[src/rtl/mt_pkg.sv]
package mt_pkg;
  localparam int unsigned CTRL_OFS  = 'h00;
  localparam int unsigned MATCH_OFS = 'h18;
  localparam int unsigned CNT_OFS   = 'h48;
  localparam int unsigned STAT_OFS  = 'h60;
  localparam int unsigned STRIDE    = 4;
  localparam int unsigned RUN_BIT   = 0;
  localparam int unsigned CMP_BIT   = 1;
  localparam int unsigned IEN_BIT   = 2;
  localparam int unsigned DIV_LSB   = 16;
endpackage

[src/rtl/mt_prescaler.sv]
module mt_prescaler #(
  parameter int unsigned DIVW = 16
) (
  input  logic            clk_i,
  input  logic            rst_ni,
  input  logic            run_i,
  input  logic [DIVW-1:0] div_i,
  output logic            tick_o
);
  logic [DIVW-1:0] pcnt_q;

  // >= so a divider lowered mid-period still ticks promptly
  assign tick_o = run_i && (pcnt_q >= div_i);

  always_ff @(posedge clk_i or negedge rst_ni) begin
    if (!rst_ni)                pcnt_q <= '0;
    else if (!run_i || tick_o)  pcnt_q <= '0;
    else                        pcnt_q <= pcnt_q + 1'b1;
  end

  assert_idle_reset_R12: assert property (@(posedge clk_i) disable iff (!rst_ni)
    !run_i |=> (pcnt_q == '0));
  assert_tick_restart_R4: assert property (@(posedge clk_i) disable iff (!rst_ni)
    tick_o |=> (pcnt_q == '0));
endmodule

[src/rtl/mt_channel.sv]
module mt_channel
  import mt_pkg::*;
#(
  parameter int unsigned DW   = 32,
  parameter int unsigned DIVW = 16
) (
  input  logic          clk_i,
  input  logic          rst_ni,
  input  logic          ctrl_we_i,
  input  logic          match_we_i,
  input  logic          cnt_we_i,
  input  logic [DW-1:0] wdata_i,
  output logic [DW-1:0] ctrl_o,
  output logic [DW-1:0] match_o,
  output logic [DW-1:0] count_o,
  output logic          hit_o,
  output logic          ien_o
);
  logic            run_q, cmp_q, ien_q;
  logic [DIVW-1:0] div_q;
  logic [DW-1:0]   match_q, count_q;
  logic            tick;

  always_ff @(posedge clk_i or negedge rst_ni) begin
    if (!rst_ni) begin
      run_q <= 1'b0;
      cmp_q <= 1'b0;
      ien_q <= 1'b0;
      div_q <= '0;
    end else if (ctrl_we_i) begin
      run_q <= wdata_i[RUN_BIT];
      cmp_q <= wdata_i[CMP_BIT];
      ien_q <= wdata_i[IEN_BIT];
      div_q <= wdata_i[DIV_LSB +: DIVW];
    end
  end

  always_ff @(posedge clk_i or negedge rst_ni) begin
    if (!rst_ni)         match_q <= '0;
    else if (match_we_i) match_q <= wdata_i;
  end

  mt_prescaler #(.DIVW(DIVW)) u_presc (
    .clk_i  (clk_i),
    .rst_ni (rst_ni),
    .run_i  (run_q),
    .div_i  (div_q),
    .tick_o (tick)
  );

  // software load beats increment
  always_ff @(posedge clk_i or negedge rst_ni) begin
    if (!rst_ni)       count_q <= '0;
    else if (cnt_we_i) count_q <= wdata_i;
    else if (tick)     count_q <= count_q + 1'b1;
  end

  always_comb begin
    ctrl_o                   = '0;
    ctrl_o[RUN_BIT]          = run_q;
    ctrl_o[CMP_BIT]          = cmp_q;
    ctrl_o[IEN_BIT]          = ien_q;
    ctrl_o[DIV_LSB +: DIVW]  = div_q;
  end

  assign match_o = match_q;
  assign count_o = count_q;
  assign hit_o   = run_q && cmp_q && (count_q == match_q);
  assign ien_o   = ien_q;

  assert_step_R4: assert property (@(posedge clk_i) disable iff (!rst_ni)
    (tick && !cnt_we_i) |=> (count_q == $past(count_q) + 1'b1));
  assert_load_R5: assert property (@(posedge clk_i) disable iff (!rst_ni)
    cnt_we_i |=> (count_q == $past(wdata_i)));
  assert_freeze_R12: assert property (@(posedge clk_i) disable iff (!rst_ni)
    (!run_q && !cnt_we_i) |=> $stable(count_q));
endmodule

[src/rtl/match_timer.sv]
module match_timer
  import mt_pkg::*;
#(
  parameter int unsigned NCH = 2,
  parameter int unsigned AW  = 8,
  parameter int unsigned DW  = 32
) (
  input  logic           clk_i,
  input  logic           rst_ni,
  input  logic           we_i,
  input  logic [AW-1:0]  addr_i,
  input  logic [DW-1:0]  wdata_i,
  output logic [DW-1:0]  rdata_o,
  output logic [NCH-1:0] irq_o
);
  localparam int unsigned DIVW = DW - DIV_LSB;
  localparam logic [AW-1:0] A_STAT = AW'(STAT_OFS);

  logic [DW-1:0]  ctrl_v  [NCH];
  logic [DW-1:0]  match_v [NCH];
  logic [DW-1:0]  cnt_v   [NCH];
  logic [NCH-1:0] hit, ien, stat_q, stat_clr;

  for (genvar i = 0; i < NCH; i++) begin : g_ch
    localparam logic [AW-1:0] A_CTRL  = AW'(CTRL_OFS  + STRIDE * i);
    localparam logic [AW-1:0] A_MATCH = AW'(MATCH_OFS + STRIDE * i);
    localparam logic [AW-1:0] A_CNT   = AW'(CNT_OFS   + STRIDE * i);

    mt_channel #(.DW(DW), .DIVW(DIVW)) u_ch (
      .clk_i      (clk_i),
      .rst_ni     (rst_ni),
      .ctrl_we_i  (we_i && addr_i == A_CTRL),
      .match_we_i (we_i && addr_i == A_MATCH),
      .cnt_we_i   (we_i && addr_i == A_CNT),
      .wdata_i    (wdata_i),
      .ctrl_o     (ctrl_v[i]),
      .match_o    (match_v[i]),
      .count_o    (cnt_v[i]),
      .hit_o      (hit[i]),
      .ien_o      (ien[i])
    );

    assert_set_R6: assert property (@(posedge clk_i) disable iff (!rst_ni)
      hit[i] |=> stat_q[i]);
    assert_rise_R6: assert property (@(posedge clk_i) disable iff (!rst_ni)
      $rose(stat_q[i]) |-> $past(hit[i]));
    assert_w1c_R8: assert property (@(posedge clk_i) disable iff (!rst_ni)
      (stat_clr[i] && !hit[i]) |=> !stat_q[i]);
    assert_set_wins_R9: assert property (@(posedge clk_i) disable iff (!rst_ni)
      (stat_clr[i] && hit[i]) |=> stat_q[i]);
  end

  assign stat_clr = (we_i && addr_i == A_STAT) ? wdata_i[NCH-1:0] : '0;

  // set wins over a same-cycle clear
  always_ff @(posedge clk_i or negedge rst_ni) begin
    if (!rst_ni) stat_q <= '0;
    else         stat_q <= (stat_q & ~stat_clr) | hit;
  end

  assign irq_o = stat_q & ien;

  always_comb begin
    rdata_o = '0;
    if (addr_i == A_STAT) rdata_o[NCH-1:0] = stat_q;
    for (int i = 0; i < NCH; i++) begin
      if (addr_i == AW'(CTRL_OFS  + STRIDE * i)) rdata_o = ctrl_v[i];
      if (addr_i == AW'(MATCH_OFS + STRIDE * i)) rdata_o = match_v[i];
      if (addr_i == AW'(CNT_OFS   + STRIDE * i)) rdata_o = cnt_v[i];
    end
  end
endmodule

[config.mk]
export PLATFORM = sky130hd
export DESIGN_NAME = match_timer
export DESIGN_NICKNAME = d
export VERILOG_FILES = /design/src/rtl/mt_pkg.sv /design/src/rtl/mt_prescaler.sv /design/src/rtl/mt_channel.sv /design/src/rtl/match_timer.sv
export SDC_FILE = /design/constraint.sdc
export NUM_CORES = 1
export LEC_CHECK = 0
export BUFFER_PORTS_ARGS = -buffer_cell sky130_fd_sc_hd__clkbuf_2
export CORE_MARGIN = 2
export CORE_UTILIZATION = 50
export CTS_CLUSTER_SIZE = 28
export DETAILED_ROUTE_END_ITERATION = 8
export GPL_TIMING_DRIVEN = 0
export PLACE_DENSITY = 0.7
export SKIP_LAST_GASP = 1
export SLEW_MARGIN = 20
export SYNTH_ARGS = -nofsm -noshare
export SYNTH_HDL_FRONTEND = slang
export SYNTH_HIERARCHICAL = 1
export SYNTH_SLANG_ARGS = --single-unit
[constraint.sdc]
create_clock -name clk_i -period 3.95 [get_ports clk_i]
set_clock_uncertainty 0.1 [all_clocks]
set_input_delay 0.1975 -clock clk_i [delete_from_list [all_inputs] [get_ports clk_i]]
set_output_delay 0.1975 -clock clk_i [all_outputs]
set_load 0.01 [all_outputs]
==> results.py <==
metrics = {
    "critical_path": {
        "critPathLaunchType": "flop",
        "criticalPathCategory": "flop to flop",
        "endpoint_kind": "flop",
        "cp.arrival_ps": 3880,
        "worst_ep_required_time_ps": 4210,
        "worstPathMaxFanout": 10,
    },
    "sta": {
        "grt_setup_unrepaired": "false",
        "setup_violations": 0,
        "worst_pin_slew_ps": 673,
        "max-slew-margin-rel_pct": 55.1,
        "final-max-slew-violation-count": 0,
        "layout_worst_path_cycle_share_pct": 91.7,
        "hold_viol_final": 0,
        "holdWs_ps": 30.7,
        "max_freq_mhz": 276,
        "fin_crit_ps": 3620,
    },
    "power_and_ir_drop": {
        "powerDensity_nw_per_um2": 390,
        "p_leak_nw": 6.33,
        "irDropWorstVdd_mv": 0.253,
        "p_total_mw": 5.79,
    },
    "floorplanning": {
        "die_area_um2": 27800,
        "core_area_um2": 26000,
        "die_w_um": 167,
        "initial_core_util_pct": 50.9,
        "rows": 59,
        "pin_count": 77,
        "die_h_um": 167,
    },
    "routing": {
        "wl_per_cell_um": 22.9,
        "remaining_drc_errors": 0,
        "final_antenna_net_count": 0,
        "dr.pass1.iters": 5,
        "dr.first_iter.drc_count": 1352,
        "vias": 11717,
        "vias_per_cell": 6.30,
        "finalWirelength_mm": 42.6,
    },
    "cts": {
        "cts-root-buf": "clkbuf_16",
        "path_clk_slew_ps": 80,
        "cts_buffers": 17,
        "htree_levels": 4,
        "clk_latency_ps": 450,
        "cts.sinks": 200,
        "cts_tree": "done",
        "clockBufferDepth": 2,
        "postCtsSetupBuffers": 0,
    },
    "yosys": {
        "synthFlopType": "dfrtp_1",
        "synth_edf_count": 0,
        "synthDominantCellAreaShare_pct": 37.8,
        "postSynth.asyncResetShare_pct": 100,
        "synth.distinct_cells": 70,
        "synthAdderAreaFrac_pct": 3.41,
        "yosys_warnings": 6,
        "ys_ff_latch": 200,
        "synth_most_common_cell": "dfrtp_1",
        "synth_compound_area_share_pct": 13.8,
        "yosys.area_share.simple_pct": 21.5,
        "synth_common_cells": "dfrtp_1 (200), mux2_2 (103), xor2_1 (92)",
        "synthXorXnorAreaFrac_pct": 7.95,
        "netlist_top_cells_area": "dfrtp_1 (38%), mux2_2 (8.8%), xor2_1 (6.1%)",
        "synth.avg_cell_area_um2": 9.56,
        "synthMuxAreaShare_pct": 8.92,
        "synth.largest_area_cell": "dfrtp_1",
        "netlist_area_um2": 13200,
        "syn_inst": 1383,
        "yosysSeqAreaShare_pct": 37.8,
        "synth_top_family_by_area": "simple AND/OR/NAND/NOR gates",
    },
    "place": {
        "globalplace.congestion": 1.00,
        "place_area_um2": 14200,
        "hpwl_mm": 32.5,
        "io_buffers": 74,
    },
    "layout": {
        "regArea_um2": 5000,
        "antenna_cells": 0,
        "final_nets": 1590,
        "drive_above_1_share_pct": 20.9,
        "design_area_um2": 14900,
        "syn2layout_area_growth_pct": 12.3,
        "fill_cells": 2333,
        "multi_input_area_um2": 7440,
    },
    "global_route": {
        "grtUsageTotal_pct": 30.6,
        "grt_start_max_net_pins": 90,
        "grt-ovfl-total": 0,
        "grt_pass1_vias": 11018,
        "grt_first_pass_wirelength_mm": 65.2,
        "antenna_found_initial": 2,
    },
    "flow_run": {
        "max_cap_viol_count": 0,
    },
    "worst_hold_path": {
        "hp-class": "primary input to flop",
    },
    "outcome": {
        "outcome": "complete, no violations",
    },
}
==> worst max-delay path, stage by stage (launching register included) <==
cell	delay, ps
dfrtp_1	440
inv_1	80
ha_1	320
nand4_1	150
nor2_1	260
nand2_1	160
a31oi_1	420
buf_2	320
nand4_1	200
or4_4	570
or3_1	360
a31oi_1	160
==> layout make-up <==
type                       instances  area share, %
timing repair buffer              85           3.53
multi-input combinational       1031           50.1
tap                              335           2.82
sequential                       200           33.7
buffer                           131           4.70
inverter                          45           1.14
clock buffer                      19           2.98
clock inverter                    13           1.01
==> worst paths after layout <==
kind	endpoint	cells after the start	slack, ps	startpoint
worst min register to register	stat_q[0]$_DFF_PN0_	1	420	stat_q[0]$_DFF_PN0_
min in group asynchronous	g_ch[1].u_ch/count_o[4]$_DFFE_PN0P_	2	80	rst_ni
max in group asynchronous	g_ch[0].u_ch/match_o[21]$_DFFE_PN0P_	4	2510	rst_ni
worst max-delay path	g_ch[0].u_ch/count_o[19]$_DFFE_PN0P_	11	330	g_ch[0].u_ch/div_q[15]$_DFFE_PN0P_
worst max register to register	g_ch[0].u_ch/count_o[19]$_DFFE_PN0P_	11	330	g_ch[0].u_ch/div_q[15]$_DFFE_PN0P_
worst min-delay path	g_ch[0].u_ch/count_o[20]$_DFFE_PN0P_	3	30	wdata_i[20]
==> layer usage <==
metal	wire length [um]	global-route usage [%]
met1	17800	42.5
met2	19700	48.5
met4	1690	12.5
met3	3380	3.92
met5	0	0
==> metrics by stage <==
stage / utilization [%] / std cells / setup TNS [ps] / worst slack [ps]
6_report: 57.2 / 1859 / 0 / 330
2_1_floorplan: - / 1407 / 0 / 1110
5_1_grt: 57.2 / 1859 / 0 / 228
3_3_place_gp: 54.3 / 1816 / -269990 / -1370
4_1_cts: 57.2 / 1859 / 0 / 412
3_5_place_dp: 54.5 / 1818 / 0 / 404
==> repair_timing <==
action | in CTS | in global routing
hold buffers | 9 | 0
resized for setup | 0 | 0
hold endpoints to repair | 127 | 0
==> cell families (layout without fill, tap and decap cells) <==
| logic type | count (synthesis) | count (layout) |
|---|---|---|
| and+or+nand+nor | 466 | 466 |
| AOI/OAI and AO/OA | 278 | 278 |
| DFF | 200 | 200 |
| buffers and inverters | 176 | 293 |
| xor gates and xnor gates | 120 | 120 |
| muxes | 105 | 105 |
| adders and majority gates | 36 | 36 |
| other | 2 | 26 |
==> cells in the final DEF, fill, tap and decap left out, types with 28 or more instances in the layout <==
master	Yosys	final
ha_1	36	36
nand3b_1	30	30
nor2_1	55	55
nand4_1	45	45
nand3_1	30	30
o21ai_0	55	55
dfrtp_1	200	200
xnor2_1	28	28
o22ai_1	30	30
mux2_2	103	103
a21oi_1	40	40
and3_1	71	71
inv_1	45	45
xor2_1	92	92
o221ai_1	32	32
a31oi_1	33	33
a22oi_1	28	28
buf_4	34	34
nand2_1	81	81
clkbuf_1	59	60
clkbuf_2	3	76
==> flip-flops by register name, indices dropped and copies added, names as in the netlist <==
register                  cells
g_ch.u_ch/ien_o               2
g_ch.u_ch/match_o            64
g_ch.u_ch/count_o            64
g_ch.u_ch/u_presc/pcnt_q     32
stat_q                        2
g_ch.u_ch/run_q               2
g_ch.u_ch/div_q              32
g_ch.u_ch/cmp_q               2
==> power breakdown <==
part | internal, mW | total (mW) | switching (mW)
logic | 0.514 | 1.35 | 0.837
clock network | 0.925 | 1.82 | 0.890
registers | 2.25 | 2.62 | 0.369
(Power assumes the default switching activity.)
